<file path="config.mk">
export PLATFORM = sky130hd
export DESIGN_NAME = rx_lock_ctrl
export DESIGN_NICKNAME = d
export VERILOG_FILES = /design/src/rtl/lock_pkg.sv /design/src/rtl/lock_tick_timer.sv /design/src/rtl/lock_next_state.sv /design/src/rtl/rx_lock_ctrl.sv
export SDC_FILE = /design/constraint.sdc
export NUM_CORES = 1
export LEC_CHECK = 0
export ABC_AREA = 1
export BUFFER_PORTS_ARGS = -buffer_cell sky130_fd_sc_hd__buf_2
export CAP_MARGIN = 10
export CORE_MARGIN = 2
export CORE_UTILIZATION = 36
export CTS_CLUSTER_DIAMETER = 120
export DETAILED_ROUTE_END_ITERATION = 10
export PLACE_DENSITY_LB_ADDON = 0.1
export SYNTH_ARGS = -nofsm -noshare
export SYNTH_HDL_FRONTEND = slang
export SYNTH_SLANG_ARGS = --single-unit
</file>
<file path="constraint.sdc">
create_clock -name clk -period 2.1 [get_ports clk]
set_input_delay 0.105 -clock clk [delete_from_list [all_inputs] [get_ports clk]]
set_output_delay 0.105 -clock clk [all_outputs]
set_load 0.01 [all_outputs]
</file>
<file path="src/rtl/lock_pkg.sv">
package lock_pkg;
    typedef enum logic [1:0] {
        ST_FREQ   = 2'd0,
        ST_PHASE  = 2'd1,
        ST_LOCKED = 2'd2,
        ST_LOST   = 2'd3
    } lock_state_t;
endpackage

</file>
<file path="src/rtl/lock_tick_timer.sv">
module lock_tick_timer #(
    parameter int CNT_W = 8
) (
    input  logic             clk,
    input  logic             clr,
    input  logic             tick,
    input  logic [CNT_W-1:0] limit,
    output logic             expired
);
    logic [CNT_W-1:0] cnt;

    // expiry on the edge that carries the limit-th tick since clear
    assign expired = tick && (cnt == limit - CNT_W'(1));

    always_ff @(posedge clk) begin
        if (clr)
            cnt <= '0;
        else if (tick)
            cnt <= cnt + CNT_W'(1);
    end
endmodule

</file>
<file path="src/rtl/lock_next_state.sv">
module lock_next_state
    import lock_pkg::*;
(
    input  lock_state_t st,
    input  logic        ref_lock_n,
    input  logic        sig_det,
    input  logic        freq_lock,
    input  logic        phase_lock,
    input  logic        tmr_exp,
    output lock_state_t nxt,
    output logic        to_err
);
    logic data_ok;
    assign data_ok = ref_lock_n && sig_det;

    always_comb begin
        nxt    = st;
        to_err = 1'b0;
        unique case (st)
            ST_FREQ: begin
                if (freq_lock)
                    nxt = data_ok ? ST_PHASE : ST_LOST;
                else if (tmr_exp)
                    to_err = 1'b1;
            end
            ST_LOST: begin
                if (!freq_lock)
                    nxt = ST_FREQ;
                else if (data_ok)
                    nxt = ST_PHASE;
            end
            ST_PHASE: begin
                if (!data_ok)
                    nxt = ST_LOST;
                else if (phase_lock)
                    nxt = ST_LOCKED;
                else if (tmr_exp) begin
                    nxt    = ST_FREQ;
                    to_err = 1'b1;
                end
            end
            ST_LOCKED: begin
                if (!data_ok)
                    nxt = ST_LOST;
                else if (!phase_lock)
                    nxt = ST_PHASE;
            end
            default: nxt = ST_FREQ;
        endcase
    end
endmodule

</file>
<file path="src/rtl/rx_lock_ctrl.sv">
module rx_lock_ctrl
    import lock_pkg::*;
#(
    parameter int FREQ_TICKS  = 531250,
    parameter int PHASE_TICKS = 2500
) (
    input  logic clk,
    input  logic rst,
    input  logic ref_lock_n,
    input  logic sig_det,
    input  logic freq_lock,
    input  logic phase_lock,
    input  logic bit_tick,
    output logic track_data,
    output logic phase_acq_en,
    output logic locked,
    output logic acq_err
);
    localparam int MAX_TICKS = (FREQ_TICKS > PHASE_TICKS) ? FREQ_TICKS : PHASE_TICKS;
    localparam int CNT_W     = $clog2(MAX_TICKS + 1);
    localparam logic [CNT_W-1:0] FREQ_LIM  = CNT_W'(FREQ_TICKS);
    localparam logic [CNT_W-1:0] PHASE_LIM = CNT_W'(PHASE_TICKS);

    lock_state_t      st, nxt;
    logic             to_err, tmr_exp, tmr_clr, timing, tick_en;
    logic [CNT_W-1:0] limit;

    assign timing  = (st == ST_FREQ) || (st == ST_PHASE);
    assign tick_en = bit_tick && timing;
    assign limit   = (st == ST_PHASE) ? PHASE_LIM : FREQ_LIM;
    assign tmr_clr = rst || !timing || (nxt != st) || tmr_exp;

    lock_tick_timer #(.CNT_W(CNT_W)) tmr_i (
        .clk     (clk),
        .clr     (tmr_clr),
        .tick    (tick_en),
        .limit   (limit),
        .expired (tmr_exp)
    );

    lock_next_state nxt_i (
        .st         (st),
        .ref_lock_n (ref_lock_n),
        .sig_det    (sig_det),
        .freq_lock  (freq_lock),
        .phase_lock (phase_lock),
        .tmr_exp    (tmr_exp),
        .nxt        (nxt),
        .to_err     (to_err)
    );

    // state register and sticky error flag
    always_ff @(posedge clk) begin
        if (rst) begin
            st      <= ST_FREQ;
            acq_err <= 1'b0;
        end else begin
            st <= nxt;
            if (nxt == ST_LOCKED && st != ST_LOCKED)
                acq_err <= 1'b0;
            else if (to_err)
                acq_err <= 1'b1;
        end
    end

    // Moore output decode
    always_comb begin
        track_data   = 1'b0;
        phase_acq_en = 1'b0;
        locked       = 1'b0;
        unique case (st)
            ST_FREQ, ST_LOST: ;
            ST_PHASE: begin
                track_data   = 1'b1;
                phase_acq_en = 1'b1;
            end
            ST_LOCKED: begin
                track_data   = 1'b1;
                phase_acq_en = 1'b1;
                locked       = 1'b1;
            end
            default: ;
        endcase
    end
endmodule

</file>
==> results.py, run 1 <==
metrics = {
    "floorplan": {
        "dieArea_sq_um": 4600,
        "io_pins": 11,
        "dieWidth_um": 67.8,
        "fp.dieH_um": 67.8,
        "core_sq_um": 3970,
        "initial_utilization_pct": 36.9,
        "num_rows": 23,
    },
    "detailed_routing": {
        "avgViaCountPerCell": 4.53,
        "num_vias": 1297,
        "ant_nets": 0,
        "drc": 0,
        "drt-pass1-iter-count": 4,
        "drt_iter0_markers": 39,
        "wire_per_inst_um": 11.4,
        "routed_wl_um": 3270,
    },
    "global_routing": {
        "top_usage_layer": "met2",
        "grtUsageMet3_pct": 2.63,
        "overflow": 0,
        "antenna_found_initial": 0,
        "grt_pass1_wl_um": 5040,
        "grt_pass1_vias": 1130,
        "met1_usage_pct": 20.9,
        "grt_max_degree": 21,
        "grt_usage_pct": 14.4,
        "met2_usage_pct": 21.8,
    },
    "critical_path": {
        "start_kind": "register",
        "regToRegStartpoint": "st[1]$_SDFF_PP0_",
        "cp-endpoint": "tmr_i.cnt[19]$_SDFFE_PP0P_",
        "regToRegEndpoint": "tmr_i.cnt[19]$_SDFFE_PP0P_",
        "rrSetupSlack_ns": 0.10,
        "end_kind": "register",
        "arrival_ns": 2.17,
        "critical_path.startpoint": "st[1]$_SDFF_PP0_",
        "path_class": "reg -> reg",
        "ff2ff_path_depth": 18,
        "required_ns": 2.27,
        "cp_max_fo": 5,
    },
    "finish": {
        "drive_gt1_share_pct": 32.6,
        "final_common_cell": "nand2_1",
        "fin_area_sq_um": 1860,
        "syn_to_final_growth_pct": 26.6,
        "fin_nets": 250,
        "fill_cells": 440,
        "stdcell_count": 286,
        "n_antenna_cell": 0,
        "final_cell_mix": "nand2_1 (45), inv_1 (24), nor2_2 (22), dfxtp_1 (22), nor2_1 (21)",
    },
    "synthesis": {
        "synth_ff_type": "dfxtp_1",
        "syn_inst": 204,
        "yosysUniqueCellTypes": 26,
        "syn_area_sq_um": 1470,
        "syn_area_per_cell_sq_um": 7.19,
        "synth_async_sr_flop_share_pct": 0,
        "synth-edff-count": 0,
        "yosysSeqAreaShare_pct": 31.4,
        "syn_nets": 217,
        "synth_warnings": 0,
        "ys_seq_elements": 23,
    },
    "clocking": {
        "ctsHoldBuffers": 0,
        "root_buffer": "clkbuf_8",
        "tritoncts": "yes",
        "clkTransAtPathRegs_ns": 0.08,
        "clock_latency_ns": 0.28,
        "cts_buffers": 3,
        "cts_sinks": 23,
        "htree_levels": 1,
        "cts_max_path_buffers": 2,
    },
    "sta": {
        "post-route-period-util_pct": 95.2,
        "post-route-min-period_ns": 2.00,
        "max_freq_ghz": 0.500,
        "skew_ns": 0.0201,
        "hold_viol_final": 0,
        "worst_pin_slew_ns": 0.292,
        "max_slew_margin_pct": 80.5,
        "final_max_slew_viol_count": 0,
        "setup_viol": 0,
    },
    "placement": {
        "placed_cells": 274,
        "place.gp.congestion": 0.806,
        "portBuffers": 10,
        "dpl_cell_area_sq_um": 1660,
        "dpl.hpwl_um": 2360,
    },
    "min_path": {
        "hold_class": "in -> reg",
    },
    "outcome": {
        "outcome": "complete, no violations",
    },
    "flow_run": {
        "drv_cap": 0,
    },
    "power": {
        "p_leak_nw": 0.733,
        "p_per_area_nw_per_um2": 1100,
        "ir_drop_mv": 0.680,
    },
}
cells in the mapped netlist, drive strengths merged, types with 2 or more instances:
library cell	instances	area share [%]
nand4	3	1.7
xor2	14	8.4
a21oi	4	1.4
nand2	50	13
ha	6	5.1
xnor2	5	3.0
dfxtp	23	31
buf	3	2.0
nand3	5	2.0
nor2	46	17
o21ai	2	0.68
inv	26	6.7
nor3	11	4.4
metrics by stage:
step | utilization (%) | setup slack [ns] | power, mW | hold slack (ns) | setup TNS [ns]
floorplan | - | 0.105 | 1.14 | 0.177 | 0
global placement | 41.8 | 0.0777 | 1.41 | 0.307 | 0
global route | 46.8 | -0.0297 | 2.18 | 0.0279 | -0.159
CTS | 43.0 | 0.0219 | 1.71 | 0.0300 | 0
finish | 46.8 | 0.101 | 2.04 | 0.0242 | 0
detailed placement | 41.8 | 0.0400 | 1.42 | 0.315 | 0
worst max-delay path: stages (launching register included):
cell and delay, ns:
dfxtp_1 0.33, inv_2 0.11, ha_4 0.18, nor2_4 0.05
nor2_4 0.15, nand2_2 0.07, nor2_2 0.11, nand3_2 0.10
nand2_2 0.08, nand2_1 0.04, nand2_1 0.05, nand2_1 0.07
nand2_2 0.08, nand2_1 0.05, nand2_1 0.05, inv_1 0.06
nand2_4 0.13, clkbuf_16 0.17, nor2_2 0.03
worst min-delay path by stage:
stage,startpoint,endpoint,slack [ns],cells past startpoint
after detailed placement,rst,st[0]$_SDFF_PP0_,0.32,2
after CTS,rst,st[0]$_SDFF_PP0_,0.03,2
after global routing,rst,st[0]$_SDFF_PP0_,0.03,2
after floorplan,rst,st[0]$_SDFF_PP0_,0.18,1
final,rst,st[0]$_SDFF_PP0_,0.02,2
after global placement,rst,st[0]$_SDFF_PP0_,0.31,2
report_power, final:
group	internal (mW)	switching (mW)	total, mW
sequential	0.471	0.0320	0.503
combinational	0.603	0.637	1.24
clock	0.135	0.161	0.295
flip-flops by register name, indices dropped and copies added, names as in the netlist:
signal,cells
st,2
tmr_i.cnt,20
acq_err,1
area by class of cell:
type	instances	area (sq um)	area share (%)
Clock inverter	1	7.51	0.404
Sequential cell	23	464	25.0
Clock buffer	3	41.3	2.22
Multi-Input combinational cell	152	925	49.8
Tap cell	50	62.6	3.37
Timing Repair Buffer	31	259	13.9
Inverter	26	97.6	5.26
cells by family after synthesis:
family                   count (synthesis)  synth area share (%)
XOR/XNOR                                19                  11.3
buffers and inverters                   29                  8.70
AND/OR/NAND/NOR                        118                  39.9
adder cells (fa/ha/maj)                  6                  5.12
AO/OA/AOI/OAI                            9                  3.50
flip-flops                              23                  31.4
metal layers:
layer  vias up  part of all wire [%]
met5         -                     0
met4         0                  0.25
met3         2                   2.3
met2         9                    46
met1       592                    52
li1        694                     -
what timing repair did:
action / CTS / global route
setup buffers: 0 / 5
setup endpoints to repair: 0 / 20
gates resized for setup: 0 / 14
(Power assumes the default switching activity.)
==> run 2, diff against run 1 <==
--- a/config.mk
+++ b/config.mk
@@ -12,6 +12,7 @@
 export CORE_UTILIZATION = 36
 export CTS_CLUSTER_DIAMETER = 120
 export DETAILED_ROUTE_END_ITERATION = 10
+export GPL_TIMING_DRIVEN = 0
 export PLACE_DENSITY_LB_ADDON = 0.1
 export SYNTH_ARGS = -nofsm -noshare
 export SYNTH_HDL_FRONTEND = slang
==> results.py, run 2 (synthesized netlist as in run 1, its figures left out) <==
metrics = {
    "placement": {
        "portBuffers": 10,
        "dpl.hpwl_um": 2270,
        "dpl_cell_area_sq_um": 1580,
        "place.gp.congestion": 0.826,
    },
    "sta": {
        "setup_viol": 0,
        "worst_pin_slew_ns": 0.323,
        "rsz0062_at_grt": "yes",
        "hold_viol_final": 0,
        "max_freq_ghz": 0.498,
        "final_max_slew_viol_count": 0,
        "post-route-min-period_ns": 2.01,
        "skew_ns": 0.00609,
        "max_slew_margin_pct": 78.2,
        "post-route-period-util_pct": 95.5,
        "hold_slack_ns": 0.0228,
    },
    "floorplan": {
        "initial_utilization_pct": 36.9,
        "dieWidth_um": 67.8,
        "fp.dieH_um": 67.8,
        "io_pins": 11,
        "dieArea_sq_um": 4600,
        "num_rows": 23,
        "core_sq_um": 3970,
    },
    "finish": {
        "top_register": "tmr_i.cnt",
        "final_common_cell": "nand2_1",
        "syn_to_final_growth_pct": 29.4,
        "final_cell_mix": "nand2_1 (45), inv_1 (22), dfxtp_1 (21), nor2_1 (20), nor2_2 (20)",
        "fin_nets": 246,
        "top_regs": "tmr_i.cnt (20), st (2), acq_err (1)",
        "fill_cells": 408,
        "n_antenna_cell": 0,
        "fin_area_sq_um": 1900,
        "drive_gt1_share_pct": 34.5,
        "largest_reg_flops": 20,
    },
    "detailed_routing": {
        "ant_nets": 0,
        "avgViaCountPerCell": 4.59,
        "wire_per_inst_um": 11.3,
        "drc": 0,
        "routed_wl_um": 3200,
        "drt_iter0_markers": 56,
        "drt-pass1-iter-count": 4,
        "num_vias": 1293,
    },
    "critical_path": {
        "required_ns": 2.26,
        "cp_max_fo": 6,
        "arrival_ns": 2.17,
        "start_kind": "register",
        "end_kind": "register",
        "path_class": "reg -> reg",
    },
    "clocking": {
        "cts_buffers": 3,
        "clkTransAtPathRegs_ns": 0.08,
        "root_buffer": "clkbuf_8",
        "cts_sinks": 23,
        "htree_levels": 1,
        "tritoncts": "yes",
        "clock_latency_ns": 0.26,
        "cts_max_path_buffers": 2,
    },
    "min_path": {
        "hold_class": "in -> reg",
    },
    "global_routing": {
        "antenna_found_initial": 0,
        "overflow": 0,
        "grt_usage_pct": 14.7,
        "grt_pass1_wl_um": 5160,
        "grt_pass1_vias": 1162,
        "grt_max_degree": 13,
    },
    "flow_run": {
        "drv_cap": 0,
    },
    "power": {
        "p_per_area_nw_per_um2": 1080,
        "p_leak_nw": 0.739,
        "ir_drop_mv": 0.716,
    },
    "outcome": {
        "outcome": "complete, no violations",
    },
}
run 2: cell count changes in the layout (fill, tap and decap cells not counted), moves of 2 or more:
| cell | delta |
|---|---|
| nor2_2 | -2 |
| nor2_4 | +3 |
| inv_6 | +2 |
| inv_1 | -2 |
| buf_4 | -4 |
run 2: area by class of cell:
class                      count  area, sq um  share of cell area [%]
multi-input combinational    152          978                    51.6
clock buffer                   4         45.0                    2.37
buffer                         3         42.5                    2.24
tap                           50         62.6                    3.30
sequential                    23          468                    24.7
inverter                      26          108                    5.67
timing repair buffer          24          193                    10.2
run 2: timing repair:
action	in CTS	in global routing
resized for setup	22	14
endpoints found under the hold margin	0	0
setup buffers	6	6
gates cloned	1	1
hold buffers	0	0
setup endpoints to repair	20	20
pin swaps	4	14
run 2: through the flow:
stage	TNS, ns	cells	util [%]	total power, mW	setup WS (ns)
floorplan	0	204	-	1.14	0.105
global placement	-4.72	264	39.8	1.30	-0.242
detailed placement	-5.23	264	39.8	1.31	-0.269
CTS	0	275	44.5	1.82	0.000685
global route	-0.351	282	47.8	2.20	-0.0597
finish	0	282	47.8	2.05	0.0939
run 2: worst paths after layout:
check | from | end | slack (ns) | cells after the start
hold / removal | rst | st[0]$_SDFF_PP0_ | 0.02 | 2
hold reg to reg | acq_err$_SDFFE_PP0P_ | acq_err$_SDFFE_PP0P_ | 0.53 | 2
setup / recovery | st[1]$_SDFF_PP0_ | tmr_i.cnt[17]$_SDFFE_PP0P_ | 0.09 | 11
setup reg to reg | st[1]$_SDFF_PP0_ | tmr_i.cnt[17]$_SDFFE_PP0P_ | 0.09 | 11
run 2: per-layer routing:
metal / global-route usage (%) / share of wire (%) / vias up
met2: 23.2 / 48 / 23
met5: 0 / 0 / -
li1: - / - / 682
met1: 20.2 / 48 / 586
met3: 2.47 / 3.5 / 2
met4: 5.25 / 0.47 / 0
run 2: power breakdown:
group / total, mW / switching [mW] / internal [mW]
clock: 0.277 / 0.141 / 0.135
sequential: 0.523 / 0.0459 / 0.477
combinational: 1.25 / 0.650 / 0.597
run 2: worst max-delay path: stages, from the launching register on:
cell	delay (ns)
dfxtp_4	0.36
inv_6	0.07
ha_4	0.18
nor2_4	0.06
nor2_4	0.10
buf_4	0.13
nand2_1	0.13
nor3_2	0.20
nand3_1	0.20
nor4_2	0.22
xor2_1	0.20
nor2_2	0.05
==> run 3, diff against run 2 <==
--- a/config.mk
+++ b/config.mk
@@ -14,6 +14,7 @@
 export DETAILED_ROUTE_END_ITERATION = 10
 export GPL_TIMING_DRIVEN = 0
 export PLACE_DENSITY_LB_ADDON = 0.1
+export SETUP_SLACK_MARGIN = 0.2
 export SYNTH_ARGS = -nofsm -noshare
 export SYNTH_HDL_FRONTEND = slang
 export SYNTH_SLANG_ARGS = --single-unit
==> results.py, run 3 (synthesized netlist as in run 1, its figures left out) <==
metrics = {
    "floorplan": {
        "io_pins": 11,
        "fp.dieH_um": 67.8,
        "core_sq_um": 3970,
        "dieArea_sq_um": 4600,
        "initial_utilization_pct": 36.9,
        "num_rows": 23,
        "dieWidth_um": 67.8,
    },
    "detailed_routing": {
        "routed_wl_um": 3240,
        "highest_layer": "met4",
        "wire_per_inst_um": 11.3,
        "drt_iter0_markers": 70,
        "num_vias": 1301,
        "avgViaCountPerCell": 4.53,
        "met1_length_um": 1570,
        "dr_wl_met2_um": 1580,
        "drt-pass1-iter-count": 4,
        "wl_met3_um": 51,
        "ant_nets": 0,
        "drc": 0,
    },
    "finish": {
        "final_cell_mix": "nand2_1 (44), nor2_2 (23), inv_1 (22), dfxtp_1 (20), nor2_1 (19)",
        "final_common_cell": "nand2_1",
        "top_register": "tmr_i.cnt",
        "n_antenna_cell": 0,
        "top_regs": "tmr_i.cnt (20), st (2), acq_err (1)",
        "fin_nets": 251,
        "largest_reg_flops": 20,
        "drive_gt1_share_pct": 38.0,
        "syn_to_final_growth_pct": 35.1,
    },
    "global_routing": {
        "grt_pass1_vias": 1221,
        "antenna_found_initial": 0,
        "overflow": 0,
        "grt_usage_pct": 15.7,
        "grt_max_degree": 14,
        "grt_pass1_wl_um": 5470,
    },
    "placement": {
        "place.gp.congestion": 0.767,
        "pre_cts_slack_ns": -0.0798,
        "portBuffers": 10,
        "dpl.hpwl_um": 2190,
    },
    "power": {
        "p_sw_share_pct": 39.7,
        "p_switching_mw": 0.874,
        "power_frac_clock_pct": 12.9,
        "power_frac_seq_pct": 23.8,
        "ir_drop_mv": 0.571,
        "p_leak_nw": 0.815,
        "intPower_mw": 1.33,
        "p_per_area_nw_per_um2": 1110,
        "combPwrFrac_pct": 63.3,
    },
    "sta": {
        "tns_ns": 0,
        "post-route-min-period_ns": 1.96,
        "setup_viol": 0,
        "max_slew_margin_pct": 81.5,
        "post-route-period-util_pct": 93.2,
        "skew_ns": 0.00891,
        "max_freq_ghz": 0.511,
        "final_max_slew_viol_count": 0,
        "hold_viol_final": 0,
        "worst_pin_slew_ns": 0.276,
        "setup_ws_ns": 0.143,
        "rsz0062_at_grt": "yes",
    },
    "critical_path": {
        "start_kind": "register",
        "rrSetupSlack_ns": 0.14,
        "cp_max_fo": 5,
        "path_class": "reg -> reg",
        "critical_path.startpoint": "st[0]$_SDFF_PP0_",
        "regToRegEndpoint": "tmr_i.cnt[19]$_SDFFE_PP0P_",
        "ff2ff_path_depth": 14,
        "arrival_ns": 2.16,
        "cp-endpoint": "tmr_i.cnt[19]$_SDFFE_PP0P_",
        "regToRegStartpoint": "st[0]$_SDFF_PP0_",
        "required_ns": 2.31,
        "end_kind": "register",
    },
    "clocking": {
        "clkTransAtPathRegs_ns": 0.08,
        "tritoncts": "yes",
        "clock_latency_ns": 0.27,
        "cts_buffers": 3,
        "htree_levels": 1,
        "ctsHoldBuffers": 0,
        "cts_sinks": 23,
        "cts_max_path_buffers": 2,
        "root_buffer": "clkbuf_8",
    },
    "flow_run": {
        "drv_cap": 0,
    },
    "min_path": {
        "hold_class": "in -> reg",
    },
    "outcome": {
        "outcome": "complete, no violations",
    },
}
## run 3: timing repair
item | CTS | global route
gates cloned | 2 | 0
resized for setup | 30 | 8
pin swaps | 8 | 8
setup endpoints to repair | 20 | 20
buffers inserted | 15 | 2
## run 3: final cells by class
| class | instances | area, sq um |
|---|---|---|
| fill | 417 | 1990 |
| multi-input combinational | 152 | 988 |
| sequential | 23 | 472 |
| timing repair buffer | 29 | 262 |
| inverter | 26 | 108 |
| tap | 50 | 62.6 |
| buffer | 3 | 42.5 |
| clock buffer | 3 | 41.3 |
| clock inverter | 1 | 5.00 |
## run 3: per-layer routing
layer  global-route usage (%)  vias to the layer above
li1                         -                      694
met1                     20.5                      595
met2                     26.6                       10
met3                     1.97                        2
met4                     5.25                        0
met5                        0                        -
## run 3: worst max-delay path, cell delays in order, from the launching register on
cell	delay [ns]
dfxtp_4	0.40
inv_6	0.04
buf_4	0.14
ha_1	0.22
inv_1	0.08
a31oi_1	0.04
nor3_1	0.24
nand2_1	0.10
nand2_2	0.08
nor2_2	0.05
nor2_4	0.09
nand2_4	0.08
buf_12	0.14
buf_16	0.13
nor2_2	0.07
## run 3: how the worst min path moves through the flow
stage / depth (start not counted) / from / slack (ns) / to
after floorplan: 1 / rst / 0.17 / st[0]$_SDFF_PP0_
after global placement: 2 / rst / 0.32 / st[0]$_SDFF_PP0_
after detailed placement: 2 / rst / 0.31 / st[0]$_SDFF_PP0_
after CTS: 2 / rst / 0.02 / st[0]$_SDFF_PP0_
after global routing: 2 / rst / 0.04 / st[0]$_SDFF_PP0_
final: 2 / rst / 0.03 / st[1]$_SDFF_PP0_
## run 3: power groups by stage
stage | clock network, mW | logic [mW] | registers (mW)
6_report | 0.285 | 1.40 | 0.523
5_1_grt | 0.315 | 1.51 | 0.526
4_1_cts | 0.292 | 1.37 | 0.523
3_5_place_dp | 0 | 0.802 | 0.533
3_3_place_gp | 0 | 0.804 | 0.534
2_1_floorplan | 0 | 0.646 | 0.517
## run 3: through the flow
stage          utilization, %  cells  hold slack, ns  total power, mW  area, sq um
4_1_cts                  48.8    285          0.0222             2.18         1940
3_3_place_gp             40.1    264           0.316             1.34         1590
5_1_grt                  49.9    287          0.0392             2.35         1980
6_report                 49.9    287          0.0276             2.20         1980
2_1_floorplan               -    204           0.170             1.16         1480
3_5_place_dp             40.1    264           0.309             1.33         1590
